$ cat config.mk
export PLATFORM = sky130hd
export DESIGN_NAME = perf_event_counter
export DESIGN_NICKNAME = d
export VERILOG_FILES = /design/src/rtl/pec_pkg.sv /design/src/rtl/pec_decode.sv /design/src/rtl/pec_gate.sv /design/src/rtl/pec_accum.sv /design/src/rtl/perf_event_counter.sv
export SDC_FILE = /design/constraint.sdc
export NUM_CORES = 1
export LEC_CHECK = 0
export ABC_AREA = 1
export ABC_CLOCK_PERIOD_IN_PS = 6000
export BUFFER_PORTS_ARGS = -buffer_cell sky130_fd_sc_hd__buf_2
export CORE_ASPECT_RATIO = 0.8
export CORE_MARGIN = 2
export CORE_UTILIZATION = 59
export CTS_CLUSTER_SIZE = 14
export DETAILED_ROUTE_END_ITERATION = 10
export GPL_ROUTABILITY_DRIVEN = 0
export HOLD_SLACK_MARGIN = 0.08
export PLACE_DENSITY_LB_ADDON = 0.08
export SYNTH_ARGS = -nofsm -noshare
export SYNTH_HDL_FRONTEND = slang
export SYNTH_SLANG_ARGS = --single-unit
$ cat constraint.sdc
create_clock -name clk -period 6 [get_ports clk]
set_clock_uncertainty 0.1 [all_clocks]
set_input_delay 0.3 -clock clk [delete_from_list [all_inputs] [get_ports clk]]
set_output_delay 0.3 -clock clk [all_outputs]
set_load 0.02 [all_outputs]
$ cat src/rtl/pec_pkg.sv
package pec_pkg;
  typedef enum logic [2:0] {
    EV_CORE   = 3'd0,
    EV_INSTR  = 3'd1,
    EV_REF    = 3'd2,
    EV_CREF   = 3'd3,
    EV_CMISS  = 3'd4,
    EV_BR     = 3'd5,
    EV_BRMISS = 3'd6,
    EV_NONE   = 3'd7
  } ev_e;

  localparam int NUM_EV = 7;

  typedef struct packed {
    logic clk_run;
    logic halted;
    logic stop_clk;
    logic throttle;
    logic freq_sw;
    logic idle;
    logic ref_tick;
    logic ret_vld;
    logic ret_last;
    logic ret_fault;
    logic vmexit;
    logic br_ret;
    logic br_miss;
  } stat_t;
endpackage

$ cat src/rtl/pec_decode.sv
module pec_decode
  import pec_pkg::*;
#(
  parameter logic [NUM_EV-1:0] AVAIL = 7'b1100111
) (
  input  logic [7:0] evsel,
  input  logic [7:0] umask,
  output ev_e        ev,
  output logic       bad
);
  logic [NUM_EV:0] avail_ext;
  assign avail_ext = {1'b0, AVAIL};

  always_comb begin
    unique case ({evsel, umask})
      16'h3C00: ev = EV_CORE;
      16'h3C01: ev = EV_REF;
      16'hC000: ev = EV_INSTR;
      16'h2E4F: ev = EV_CREF;
      16'h2E41: ev = EV_CMISS;
      16'hC400: ev = EV_BR;
      16'hC500: ev = EV_BRMISS;
      default:  ev = EV_NONE;
    endcase
  end

  assign bad = !avail_ext[ev];
endmodule

$ cat src/rtl/pec_gate.sv
module pec_gate
  import pec_pkg::*;
(
  input  ev_e   ev,
  input  stat_t st,
  output logic  hit
);
  logic          unhalted;
  logic [NUM_EV:0] hits;

  assign unhalted = !(st.halted || st.stop_clk || st.throttle || st.freq_sw || st.idle);

  always_comb begin
    hits            = '0;
    hits[EV_CORE]   = st.clk_run && unhalted;
    hits[EV_REF]    = st.ref_tick && unhalted;
    hits[EV_INSTR]  = st.ret_vld && st.ret_last && !st.ret_fault && !st.vmexit;
    hits[EV_CREF]   = 1'b0;
    hits[EV_CMISS]  = 1'b0;
    hits[EV_BR]     = st.br_ret;
    hits[EV_BRMISS] = st.br_ret && st.br_miss;
  end

  assign hit = hits[ev];
endmodule

$ cat src/rtl/pec_accum.sv
module pec_accum #(
  parameter int WIDTH = 48
) (
  input  logic             clk,
  input  logic             rst_n,
  input  logic             clr,
  input  logic             step,
  input  logic             flag_bad,
  output logic [WIDTH-1:0] count,
  output logic             ovf,
  output logic             invalid
);
  localparam logic [WIDTH-1:0] ALL_ONES = '1;

  always_ff @(posedge clk or negedge rst_n) begin
    if (!rst_n) begin
      count   <= '0;
      ovf     <= 1'b0;
      invalid <= 1'b0;
    end else if (clr) begin
      count   <= '0;
      ovf     <= 1'b0;
      invalid <= 1'b0;
    end else begin
      if (step) begin
        count <= count + WIDTH'(1);
        if (count == ALL_ONES) ovf <= 1'b1;
      end
      if (flag_bad) invalid <= 1'b1;
    end
  end

  p_clear_r11: assert property (@(posedge clk) disable iff (!rst_n)
    clr |=> (count == '0) && !ovf && !invalid);
  p_ovf_sticky_r10: assert property (@(posedge clk) disable iff (!rst_n)
    ovf && !clr |=> ovf);
  p_inv_sticky_r8: assert property (@(posedge clk) disable iff (!rst_n)
    invalid && !clr |=> invalid);
  p_single_step_r10: assert property (@(posedge clk) disable iff (!rst_n)
    !clr |=> (count == $past(count)) || (count == $past(count) + WIDTH'(1)));
  p_wrap_flag_r10: assert property (@(posedge clk) disable iff (!rst_n)
    !clr && (count == ALL_ONES) |=> (count == '0) |-> ovf);
endmodule

$ cat src/rtl/perf_event_counter.sv
module perf_event_counter
  import pec_pkg::*;
#(
  parameter int                WIDTH = 48,
  parameter logic [NUM_EV-1:0] AVAIL = 7'b1100111
) (
  input  logic              clk,
  input  logic              rst_n,
  input  logic [7:0]        cfg_evsel,
  input  logic [7:0]        cfg_umask,
  input  logic              cnt_en,
  input  logic              cnt_clr,
  input  logic              clk_running,
  input  logic              core_halted,
  input  logic              stop_clk_req,
  input  logic              thermal_throttle,
  input  logic              freq_switching,
  input  logic              idle_state,
  input  logic              ref_tick,
  input  logic              retire_valid,
  input  logic              retire_last_uop,
  input  logic              retire_fault,
  input  logic              vm_exit,
  input  logic              branch_retired,
  input  logic              branch_mispredict,
  output logic [NUM_EV-1:0] event_avail,
  output logic [WIDTH-1:0]  count,
  output logic              overflow,
  output logic              cfg_invalid
);
  ev_e   ev;
  logic  bad;
  logic  hit;
  stat_t st;

  assign st = '{clk_run:   clk_running,
                halted:    core_halted,
                stop_clk:  stop_clk_req,
                throttle:  thermal_throttle,
                freq_sw:   freq_switching,
                idle:      idle_state,
                ref_tick:  ref_tick,
                ret_vld:   retire_valid,
                ret_last:  retire_last_uop,
                ret_fault: retire_fault,
                vmexit:    vm_exit,
                br_ret:    branch_retired,
                br_miss:   branch_mispredict};

  assign event_avail = AVAIL;

  pec_decode #(.AVAIL(AVAIL)) u_decode (
    .evsel (cfg_evsel),
    .umask (cfg_umask),
    .ev    (ev),
    .bad   (bad)
  );

  pec_gate u_gate (
    .ev  (ev),
    .st  (st),
    .hit (hit)
  );

  pec_accum #(.WIDTH(WIDTH)) u_accum (
    .clk      (clk),
    .rst_n    (rst_n),
    .clr      (cnt_clr),
    .step     (cnt_en && !bad && hit),
    .flag_bad (cnt_en && bad),
    .count    (count),
    .ovf      (overflow),
    .invalid  (cfg_invalid)
  );

  p_core_gated_r3: assert property (@(posedge clk) disable iff (!rst_n)
    (ev == EV_CORE) && !cnt_clr &&
    (core_halted || stop_clk_req || thermal_throttle || freq_switching || idle_state)
    |=> $stable(count));
  p_instr_suppress_r6: assert property (@(posedge clk) disable iff (!rst_n)
    (ev == EV_INSTR) && !cnt_clr && (vm_exit || retire_fault) |=> $stable(count));
  p_instr_last_r5: assert property (@(posedge clk) disable iff (!rst_n)
    (ev == EV_INSTR) && !cnt_clr && !retire_last_uop |=> $stable(count));
  p_bad_frozen_r8: assert property (@(posedge clk) disable iff (!rst_n)
    bad && !cnt_clr |=> $stable(count));
  p_bad_flags_r8: assert property (@(posedge clk) disable iff (!rst_n)
    bad && cnt_en && !cnt_clr |=> cfg_invalid);
  p_disabled_hold_r9: assert property (@(posedge clk) disable iff (!rst_n)
    !cnt_en && !cnt_clr |=> $stable(count));
endmodule

==> results of run 1 <==
-- through the flow --
step	instance area, µm²	worst slack, ps
3_5_place_dp	4313	2836
3_3_place_gp	4313	2933
6_report	4423	3058
5_1_grt	4423	2806
4_1_cts	4423	3151
2_1_floorplan	3959	3815
-- kinds of logic after synthesis --
| group | Yosys count | synth area share (%) |
|---|---|---|
| and+or+nand+nor | 435 | 45.98 |
| buffers and inverters | 66 | 8.288 |
| DFF | 50 | 31.76 |
| xor gates and xnor gates | 44 | 9.781 |
| AOI/OAI and AO/OA | 19 | 3.366 |
| adders and majority gates | 2 | 0.6350 |
| other | 2 | 0.1906 |
-- synthesized netlist by cell type --
cell      count  share of area (%)
a21oi_1       2               0.25
and3_1        1               0.16
buf_2         3               0.38
buf_4         9                1.7
buf_6         4                1.1
buf_8         1               0.38
clkbuf_1      5               0.48
conb_1        2               0.19
dfrtp_1      50                 32
ha_1          2               0.64
inv_1        39                3.7
inv_2         5               0.48
nand2_1     228                 22
nand2_2       5               0.79
nand2_4       2               0.57
nand3_1      29                3.7
nand3_2       1               0.25
nand4_1      10                1.6
nor2_1      126                 12
nor2_2        5               0.79
nor2_4        3               0.86
nor3_1       15                1.9
nor3b_1       2               0.38
nor4_1        7                1.1
o21ai_0       5               0.64
o21ai_1       2               0.25
o21ai_2      10                2.2
or2_2         1               0.16
xnor2_1       6                1.3
xor2_1       38                8.4
-- final cells by class --
| type | instances | share of cell area (%) |
|---|---|---|
| clock buffers | 6 | 1.641 |
| clock inverters | 2 | 0.8487 |
| inverters | 44 | 3.734 |
| multi-input cells | 507 | 53.83 |
| flip-flops and latches | 50 | 28.29 |
| well taps | 84 | 2.376 |
| repair buffers | 82 | 9.279 |
-- state kept, by name (all words and copies together) (netlist names) --
| register | count |
|---|---|
| u_accum.invalid | 1 |
| u_accum.count | 48 |
| u_accum.ovf | 1 |
-- final timing paths --
path | to | startpoint
max | u_accum.ovf | u_accum.count[0]
min | u_accum.ovf | rst_n
max reg2reg | u_accum.ovf | u_accum.count[0]
min reg2reg | u_accum.ovf | u_accum.ovf
max in group asynchronous | u_accum.count[6] | rst_n
min in group clk | u_accum.invalid | cnt_en
-- where the power goes --
group | leakage [nW] | internal (mW) | switching, mW
Clock | 0.0514 | 0.125 | 0.121
Sequential | 0.695 | 0.339 | 0.00435
Combinational | 1.37 | 0.0170 | 0.0457
Total | 2.12 | 0.481 | 0.171
-- critical path: cells and delay by family, from the launching register on --
| family | cells | cell delay [ps] |
|---|---|---|
| fa+ha+maj | 1 | 290 |
| flops | 1 | 490 |
| simple gates | 10 | 1980 |
-- per-layer routing --
metal,vias to the layer above,track usage (%),routed length (µm)
met5,-,0,0
met4,0,9.130,261
met3,29,6.876,1071
met2,222,44.30,4416
met1,1889,45.38,4967
li1,2043,-,-
==> results.sh, run 1 <==
export IMPL_outcome="complete, no violations"
export IMPL_nets=725
export IMPL_die_y_um=77.09
export IMPL_crit_arrival_ps=3060
export IMPL_cts_sinks=50
export IMPL_design_core_area_um2=6409
export IMPL_required_ps=6110
export IMPL_critPathCaptureType="flip-flop"
export IMPL_fin_cells=775
export IMPL_crit_slowest_cell="nor4_1"
export IMPL_reg2reg_depth=11
export IMPL_crit_top_cell="nand2_1"
export IMPL_initial_utilization_pct=61.48
export IMPL_dr_first_iter_drc_count=423
export IMPL_gr_total_overflow=0
export IMPL_die_area_um2=7352
export IMPL_r2r_slack_ps=3060
export IMPL_multiInputGateArea_um2=2381
export IMPL_worstSetupPathType="reg -> reg"
export IMPL_fmax_mhz=339.9
export IMPL_dpl_cell_count=767
export IMPL_numCtsBuffers=5
export IMPL_dp_final_hpwl_mm=8.298
export IMPL_syn_to_final_growth_pct=12.26
export IMPL_yosys_warnings=0
export IMPL_track_usage_pct=30.66
export IMPL_regArea_um2=1251
export IMPL_n_antenna_cell=0
export IMPL_cp_cell_sequence="ha_1 > nand2_1 > nor2_1 > nand2_1 > nor2_1 > nand2_1 > nor4_1 > or2_2 > nand2_1 > nand2_1 > nand2_1"
export IMPL_syn_area_per_cell_um2=6.375
export IMPL_postRouteAntennaNets=0
export IMPL_drive_above_1_share_pct=17.51
export IMPL_grt_pass1_wl_mm=17.95
export IMPL_vdd_drop_max_uv=103.6
export IMPL_cts_setup_buffers=0
export IMPL_rsz0062_at_grt="no"
export IMPL_fin_crit_ps=2942
export IMPL_slew_headroom_pct=25.88
export IMPL_clk_latency_ps=320
export IMPL_vias=4183
export IMPL_timing_hold_ws_ps=86.06
export IMPL_grt_pass1_vias=3825
export IMPL_final_common_cell="nand2_1"
export IMPL_cts_root_buf="clkbuf_8"
export IMPL_fp_row_count=26
export IMPL_portBuffers=82
export IMPL_final_cell_mix="nand2_1 (228), nor2_1 (126), buf_2 (82)"
export IMPL_fin_util_pct=69.02
export IMPL_drt_pass1_iterations=8
export IMPL_worst_slew_pin_slew_ps=1112
export IMPL_synthDistinctLibCells=30
export IMPL_hold_viol_final=0
export IMPL_cts_tree="yes"
export IMPL_die_x_um=95.37
export IMPL_ys_seq_elements=50
export IMPL_antenna_found_initial=0
export IMPL_vias_per_cell=5.397
export IMPL_syn_inst=618
export IMPL_grt_max_degree=68
export IMPL_cp_start_kind="flip-flop"
export IMPL_fillers=597
export IMPL_post_cts_resized=0
export IMPL_p_leak_nw=2.119
export IMPL_wl_per_cell_um=13.83
export IMPL_finalMaxSlewViolations=0
export IMPL_htree_levels=2
export IMPL_p_per_area_nw_per_um2=147.4
export IMPL_setup_viol=0
export IMPL_slowest_delay_ps=510
export IMPL_fin_total_pwr_mw=0.6521
export IMPL_routed_wl_mm=10.72
export IMPL_ys_seq_area_share_pct=31.76
export IMPL_path_clk_slew_ps=100
export IMPL_clockBufferDepth=2
export IMPL_fin_crit_sh_pct=49.04
export IMPL_cp_max_fo=7
export IMPL_top_level_ports=90
export IMPL_tns_ps=0
export IMPL_drc=0
export IMPL_postCtsHoldBufs=0
export IMPL_syn_area_um2=3940
export IMPL_drv_cap=0
export IMPL_hold_class="in -> async"
Note: power is estimated with default switching activity, not from simulation.
==> run 2: changes to the inputs <==
--- a/config.mk
+++ b/config.mk
@@ -5,12 +5,12 @@
 export SDC_FILE = /design/constraint.sdc
 export NUM_CORES = 1
 export LEC_CHECK = 0
-export ABC_AREA = 1
-export ABC_CLOCK_PERIOD_IN_PS = 6000
+export ABC_AREA = 0
+export ABC_CLOCK_PERIOD_IN_PS = 2700
 export BUFFER_PORTS_ARGS = -buffer_cell sky130_fd_sc_hd__buf_2
 export CORE_ASPECT_RATIO = 0.8
 export CORE_MARGIN = 2
-export CORE_UTILIZATION = 59
+export CORE_UTILIZATION = 48
 export CTS_CLUSTER_SIZE = 14
 export DETAILED_ROUTE_END_ITERATION = 10
 export GPL_ROUTABILITY_DRIVEN = 0
==> constraint.sdc (replaced) <==
create_clock -name clk -period 2.7 [get_ports clk]
set_clock_uncertainty 0.1 [all_clocks]
set_input_delay 0.135 -clock clk [delete_from_list [all_inputs] [get_ports clk]]
set_output_delay 0.135 -clock clk [all_outputs]
set_load 0.02 [all_outputs]
==> run 2 against run 1 <==
Net effect:
- die area is 1.1% higher
- synthesized area shrank 18%
- sequential cell count unchanged
- clock power increased by 120%
- wire length shrank 19%
- register-to-register slack got worse by 2900 ps
- synthesized cell count decreased by 39%
- highest routed layer unchanged
==> results.sh, run 2 <==
export IMPL_cp_start_kind="input pin"
export IMPL_hold_class="in -> async"
export IMPL_grt_max_degree=57
export IMPL_cts_tree="yes"
export IMPL_fmax_mhz=385.7
export IMPL_synthDistinctLibCells=53
export IMPL_grt_pass1_vias=3026
export IMPL_tns_ps=0
export IMPL_fin_total_pwr_mw=1.394
export IMPL_vias=3344
export IMPL_required_ps=2790
export IMPL_dr_first_iter_drc_count=130
export IMPL_ys_async_sr_fraction_pct=100.0
export IMPL_fin_crit_sh_pct=96.03
export IMPL_yosysMostFrequentCell="dfrtp_1"
export IMPL_drt_pass1_iterations=4
export IMPL_drv_cap=0
export IMPL_p_leak_nw=1.854
export IMPL_antenna_found_initial=0
export IMPL_final_common_cell="buf_2"
export IMPL_drive_above_1_share_pct=30.93
export IMPL_reg2reg_from="u_accum.count[19]"
export IMPL_die_x_um=95.90
export IMPL_vdd_drop_max_uv=232.9
export IMPL_synthTopCellsByCount="dfrtp_1 (50), a21oi_1 (38), nand3_1 (31), nand2_1 (26), o21ai_0 (26)"
export IMPL_nets=520
export IMPL_dpl_cell_count=560
export IMPL_design_core_area_um2=6474
export IMPL_largest_register_ffs=48
export IMPL_worstSetupPathType="in -> reg"
export IMPL_die_y_um=77.52
export IMPL_routed_wl_mm=8.713
export IMPL_track_usage_pct=23.65
export IMPL_ys_seq_elements=50
export IMPL_portBuffers=82
export IMPL_slew_headroom_pct=31.86
export IMPL_worst_slew_pin_slew_ps=1022
export IMPL_syn_area_per_cell_um2=8.557
export IMPL_grt_pass1_wl_mm=14.20
export IMPL_wl_met1_mm=4.080
export IMPL_yosys_most_used_dff="dfrtp_1"
export IMPL_ys_seq_area_share_pct=38.58
export IMPL_clk_latency_ps=300
export IMPL_yosys_warnings=0
export IMPL_gr_total_overflow=0
export IMPL_final_cell_mix="buf_2 (82), dfrtp_1 (50), a21oi_1 (38)"
export IMPL_setup_slack_ps=107.1
export IMPL_hold_viol_final=0
export IMPL_highest_layer="met4"
export IMPL_postRouteAntennaNets=0
export IMPL_vias_per_cell=5.877
export IMPL_wl_met2_mm=4.160
export IMPL_cts_root_buf="clkbuf_8"
export IMPL_die_area_um2=7434
export IMPL_ys_top_cells_by_area="dfrtp_1 (39%), a21oi_1 (5.9%), nand3_1 (4.8%)"
export IMPL_largestRegisters="u_accum.count: 48 flops, u_accum.invalid: 1 flops, u_accum.ovf: 1 flops"
export IMPL_path_clk_slew_ps=90
export IMPL_clockBufferDepth=2
export IMPL_initial_utilization_pct=50.10
export IMPL_syn_area_um2=3243
export IMPL_synth_top_area_cell="dfrtp_1"
export IMPL_drc=0
export IMPL_crit_arrival_ps=2690
export IMPL_fin_crit_ps=2593
export IMPL_top_level_ports=90
export IMPL_r2r_slack_ps=200
export IMPL_outcome="complete, no violations"
export IMPL_timing_hold_ws_ps=244.0
export IMPL_wl_met3_um=410
export IMPL_syn_to_final_growth_pct=26.77
export IMPL_p_per_area_nw_per_um2=339.0
export IMPL_fin_cells=569
export IMPL_numCtsBuffers=5
export IMPL_dp_final_hpwl_mm=6.304
export IMPL_dp_slack_ps=-191.5
export IMPL_syn_inst=379
export IMPL_r2r_end="u_accum.count[39]"
export IMPL_synth_top_area_share_pct=38.58
export IMPL_rsz0062_at_grt="no"
export IMPL_htree_levels=2
export IMPL_fp_row_count=26
export IMPL_finalMaxSlewViolations=0
export IMPL_reg2reg_depth=8
export IMPL_wl_per_cell_um=15.31
export IMPL_cts_sinks=50
export IMPL_setup_viol=0
export IMPL_n_antenna_cell=0
export IMPL_cp_max_fo=21
export IMPL_critPathCaptureType="flip-flop"
export IMPL_regMostFlops="u_accum.count"
export IMPL_synth_edf_count=0
run 2: report_power, final:
| group | switching (mW) | total, mW | leakage, nW | internal, mW |
|---|---|---|---|---|
| logic | 0.0618 | 0.0960 | 1.10 | 0.0342 |
| registers | 0.000431 | 0.750 | 0.697 | 0.749 |
| clock network | 0.251 | 0.548 | 0.0573 | 0.297 |
run 2: final cells by class:
class                      instances  area (µm²)
inverter                           6       22.52
timing repair buffer             123       760.7
sequential                        50        1251
clock inverter                     1       30.03
fill                             600        2362
tap                               84       105.1
clock buffer                       6       82.58
multi-input combinational        299        1859
run 2: cell families (layout without fill, tap and decap cells):
| group | Yosys count | after routing | share of synthesized area, % |
|---|---|---|---|
| AOI/OAI and AO/OA | 96 | 96 | 18.33 |
| xor gates and xnor gates | 4 | 4 | 1.080 |
| adders and majority gates | 2 | 2 | 0.7715 |
| buffers and inverters | 35 | 136 | 5.517 |
| DFF | 50 | 50 | 38.58 |
| muxes | 9 | 9 | 2.971 |
| other | 2 | 7 | 0.2316 |
| and+or+nand+nor | 181 | 181 | 32.52 |
run 2: how the worst max path moves through the flow:
stage | end | depth (start not counted) | start
final | u_accum.count[43] | 12 | cfg_evsel[4]
after global routing | u_accum.count[25] | 12 | cfg_umask[5]
after CTS | u_accum.count[37] | 8 | u_accum.count[19]
after detailed placement | u_accum.count[25] | 12 | cfg_evsel[4]
after global placement | u_accum.count[43] | 12 | cfg_evsel[4]
after floorplan | u_accum.count[23] | 11 | cfg_evsel[6]
run 2: worst max-delay path, stage by stage:
cell and delay [ps]:
buf_2 120, and4bb_1 230, nand3_1 160, a21oi_2 80, or2_2 310, o21bai_1 170
ha_1 300, mux2_2 170, nand3_2 130, buf_12 190, nor4_1 330, mux2_1 360
run 2: repair_timing:
action,CTS,global route
setup endpoints to repair,0,9
buffers inserted,0,0
hold buffers,2,0
resized for setup,0,5
hold endpoints to repair,24,0
run 2: stage by stage:
| step | area [µm²] | utilization, % |
|---|---|---|
| 2_1_floorplan | 3262 | - |
| 3_3_place_gp | 3951 | 61.04 |
| 3_5_place_dp | 3951 | 61.04 |
| 4_1_cts | 4084 | 63.08 |
| 5_1_grt | 4111 | 63.51 |
| 6_report | 4111 | 63.51 |
run 2: per-layer routing:
metal	GRT usage, %	up-vias
met2	38.32	88
met5	0	-
met4	5.714	0
met3	3.301	7
met1	33.37	1614
li1	-	1635
==> run 3: changes to the inputs <==
--- a/config.mk
+++ b/config.mk
@@ -8,7 +8,7 @@
 export ABC_AREA = 0
 export ABC_CLOCK_PERIOD_IN_PS = 2700
 export BUFFER_PORTS_ARGS = -buffer_cell sky130_fd_sc_hd__buf_2
-export CORE_ASPECT_RATIO = 0.8
+export CORE_ASPECT_RATIO = 1.2
 export CORE_MARGIN = 2
 export CORE_UTILIZATION = 48
 export CTS_CLUSTER_SIZE = 14
==> run 3 against run 2 <==
Net effect:
- core utilization hardly changed
- critical path depth unchanged
- cell count is 1.6% higher
- critical path type unchanged
- worst hold slack better by 2.7 ps
- via count is 0.84% higher
- combinational power rose by 3.6%
- design area up 0.15%
- fmax up 1.9%
- clock power barely moved
- critical endpoint is now u_accum.count[23]
- first-iteration DRC count rose by 38%
- highest routed layer unchanged
==> results.sh, run 3 (synthesis results as in run 2) <==
export IMPL_fin_crit_ps=2546
export IMPL_crit_arrival_ps=2640
export IMPL_fin_crit_sh_pct=94.28
export IMPL_reg2reg_from="u_accum.count[18]"
export IMPL_die_x_um=79.04
export IMPL_rsz0062_at_grt="no"
export IMPL_final_common_cell="buf_2"
export IMPL_highest_layer="met4"
export IMPL_path_clk_slew_ps=110
export IMPL_portBuffers=82
export IMPL_dpl_cell_count=568
export IMPL_drc=0
export IMPL_critPathLaunch="cfg_evsel[4]"
export IMPL_fmax_mhz=392.8
export IMPL_cts_setup_buffers=0
export IMPL_slew_headroom_pct=31.30
export IMPL_gr_total_overflow=0
export IMPL_setup_viol=0
export IMPL_syn_to_final_growth_pct=26.97
export IMPL_cp_start_kind="input pin"
export IMPL_fillers=594
export IMPL_final_cell_mix="buf_2 (82), dfrtp_1 (50), buf_4 (46)"
export IMPL_grt_pass1_wl_mm=14.79
export IMPL_cp_max_fo=18
export IMPL_drt_pass1_iterations=4
export IMPL_cts_root_buf="clkbuf_8"
export IMPL_dr_first_iter_drc_count=180
export IMPL_p_per_area_nw_per_um2=339.7
export IMPL_worstSetupPathType="in -> reg"
export IMPL_grt_pass1_vias=3195
export IMPL_vdd_drop_max_uv=276.4
export IMPL_hold_viol_final=0
export IMPL_wl_met2_mm=4.444
export IMPL_regArea_um2=1251
export IMPL_critPathCaptureType="flip-flop"
export IMPL_crit_slowest_cell="mux2_1"
export IMPL_initial_utilization_pct=50.00
export IMPL_required_ps=2800
export IMPL_drv_cap=0
export IMPL_die_area_um2=7432
export IMPL_largest_register_ffs=48
export IMPL_routed_wl_mm=8.904
export IMPL_wl_met3_um=386
export IMPL_timing_hold_ws_ps=246.7
export IMPL_design_core_area_um2=6486
export IMPL_vias=3372
export IMPL_cts_tree="yes"
export IMPL_nets=527
export IMPL_clk_latency_ps=310
export IMPL_top_level_ports=90
export IMPL_outcome="complete, no violations"
export IMPL_finalMaxSlewViolations=0
export IMPL_antenna_found_initial=0
export IMPL_cts_sinks=50
export IMPL_die_y_um=94.04
export IMPL_wl_met1_mm=3.950
export IMPL_largestRegisters="u_accum.count: 48 flops, u_accum.invalid: 1 flops, u_accum.ovf: 1 flops"
export IMPL_hold_class="in -> async"
export IMPL_p_leak_nw=1.849
export IMPL_htree_levels=2
export IMPL_multiInputGateArea_um2=1849
export IMPL_vias_per_cell=5.834
export IMPL_tns_ps=0
export IMPL_slowest_delay_ps=360
export IMPL_dp_final_hpwl_mm=6.547
export IMPL_postRouteAntennaNets=0
export IMPL_critical_path_top_delay_family="simple AND/OR/NAND/NOR gates"
export IMPL_clockBufferDepth=2
export IMPL_numCtsBuffers=5
export IMPL_fin_cells=578
export IMPL_regMostFlops="u_accum.count"
export IMPL_drive_above_1_share_pct=31.85
export IMPL_fp_row_count=32
export IMPL_wl_per_cell_um=15.40
export IMPL_track_usage_pct=24.86
export IMPL_path_buf_inv=2
export IMPL_cp_cell_sequence="buf_2 > and4bb_1 > nand3_1 > a21oi_2 > or2_2 > o21bai_1 > ha_1 > mux2_2 > nand3_2 > buf_4 > nor4_2 > mux2_1"
export IMPL_n_antenna_cell=0
export IMPL_worst_slew_pin_slew_ps=1031
export IMPL_grt_max_degree=57
run 3: cell count changes in the layout (fill, tap and decap cells not counted), sizes merged:
cell    delta
buf        +7
clkbuf     -1
clkinv     +1
inv        +1
run 3: worst paths after layout:
| kind | endpoint | slack, ps | cells past startpoint |
|---|---|---|---|
| worst max-delay path | u_accum.count[23] | 150 | 12 |
| worst min-delay path | u_accum.count[33] | 250 | 2 |
| worst max register to register | u_accum.count[38] | 240 | 8 |
| worst min register to register | u_accum.invalid | 400 | 2 |
| max in group asynchronous | u_accum.count[36] | 1590 | 3 |
| min in group clk | u_accum.count[9] | 270 | 6 |
run 3: timing repair:
action | CTS | global route
gates resized for setup | 0 | 3
hold buffers | 2 | 0
endpoints found under the setup margin | 0 | 8
endpoints found under the hold margin | 22 | 0
run 3: cell type report:
cell class	instances	share of cell area [%]
clock buffers	5	1.671
clock inverters	3	1.064
inverters	6	0.5469
multi-input cells	299	44.91
flip-flops and latches	50	30.39
well taps	85	2.583
repair buffers	130	18.84
run 3: power breakdown:
part	switching [mW]	internal [mW]
combinational	0.0638	0.0358
clock	0.271	0.278
sequential	0.000414	0.749
run 3: metal layers:
| layer | vias to the layer above | global-route usage, % |
|---|---|---|
| met5 | - | 0 |
| met4 | 0 | 7.471 |
| met3 | 9 | 2.788 |
| met2 | 85 | 42.94 |
| met1 | 1629 | 32.73 |
| li1 | 1649 | - |
run 3: per-stage QoR:
step | total power, mW | worst slack [ps] | area (µm²) | utilization, %
finish | 1.399 | 154.3 | 4118 | 63.48
global route | 1.449 | 15.05 | 4118 | 63.48
CTS | 1.413 | 117.5 | 4100 | 63.21
detailed placement | 0.8631 | -200.4 | 3968 | 61.17
global placement | 0.8608 | -98.77 | 3968 | 61.17
floorplan | 0.8089 | 91.96 | 3262 | -
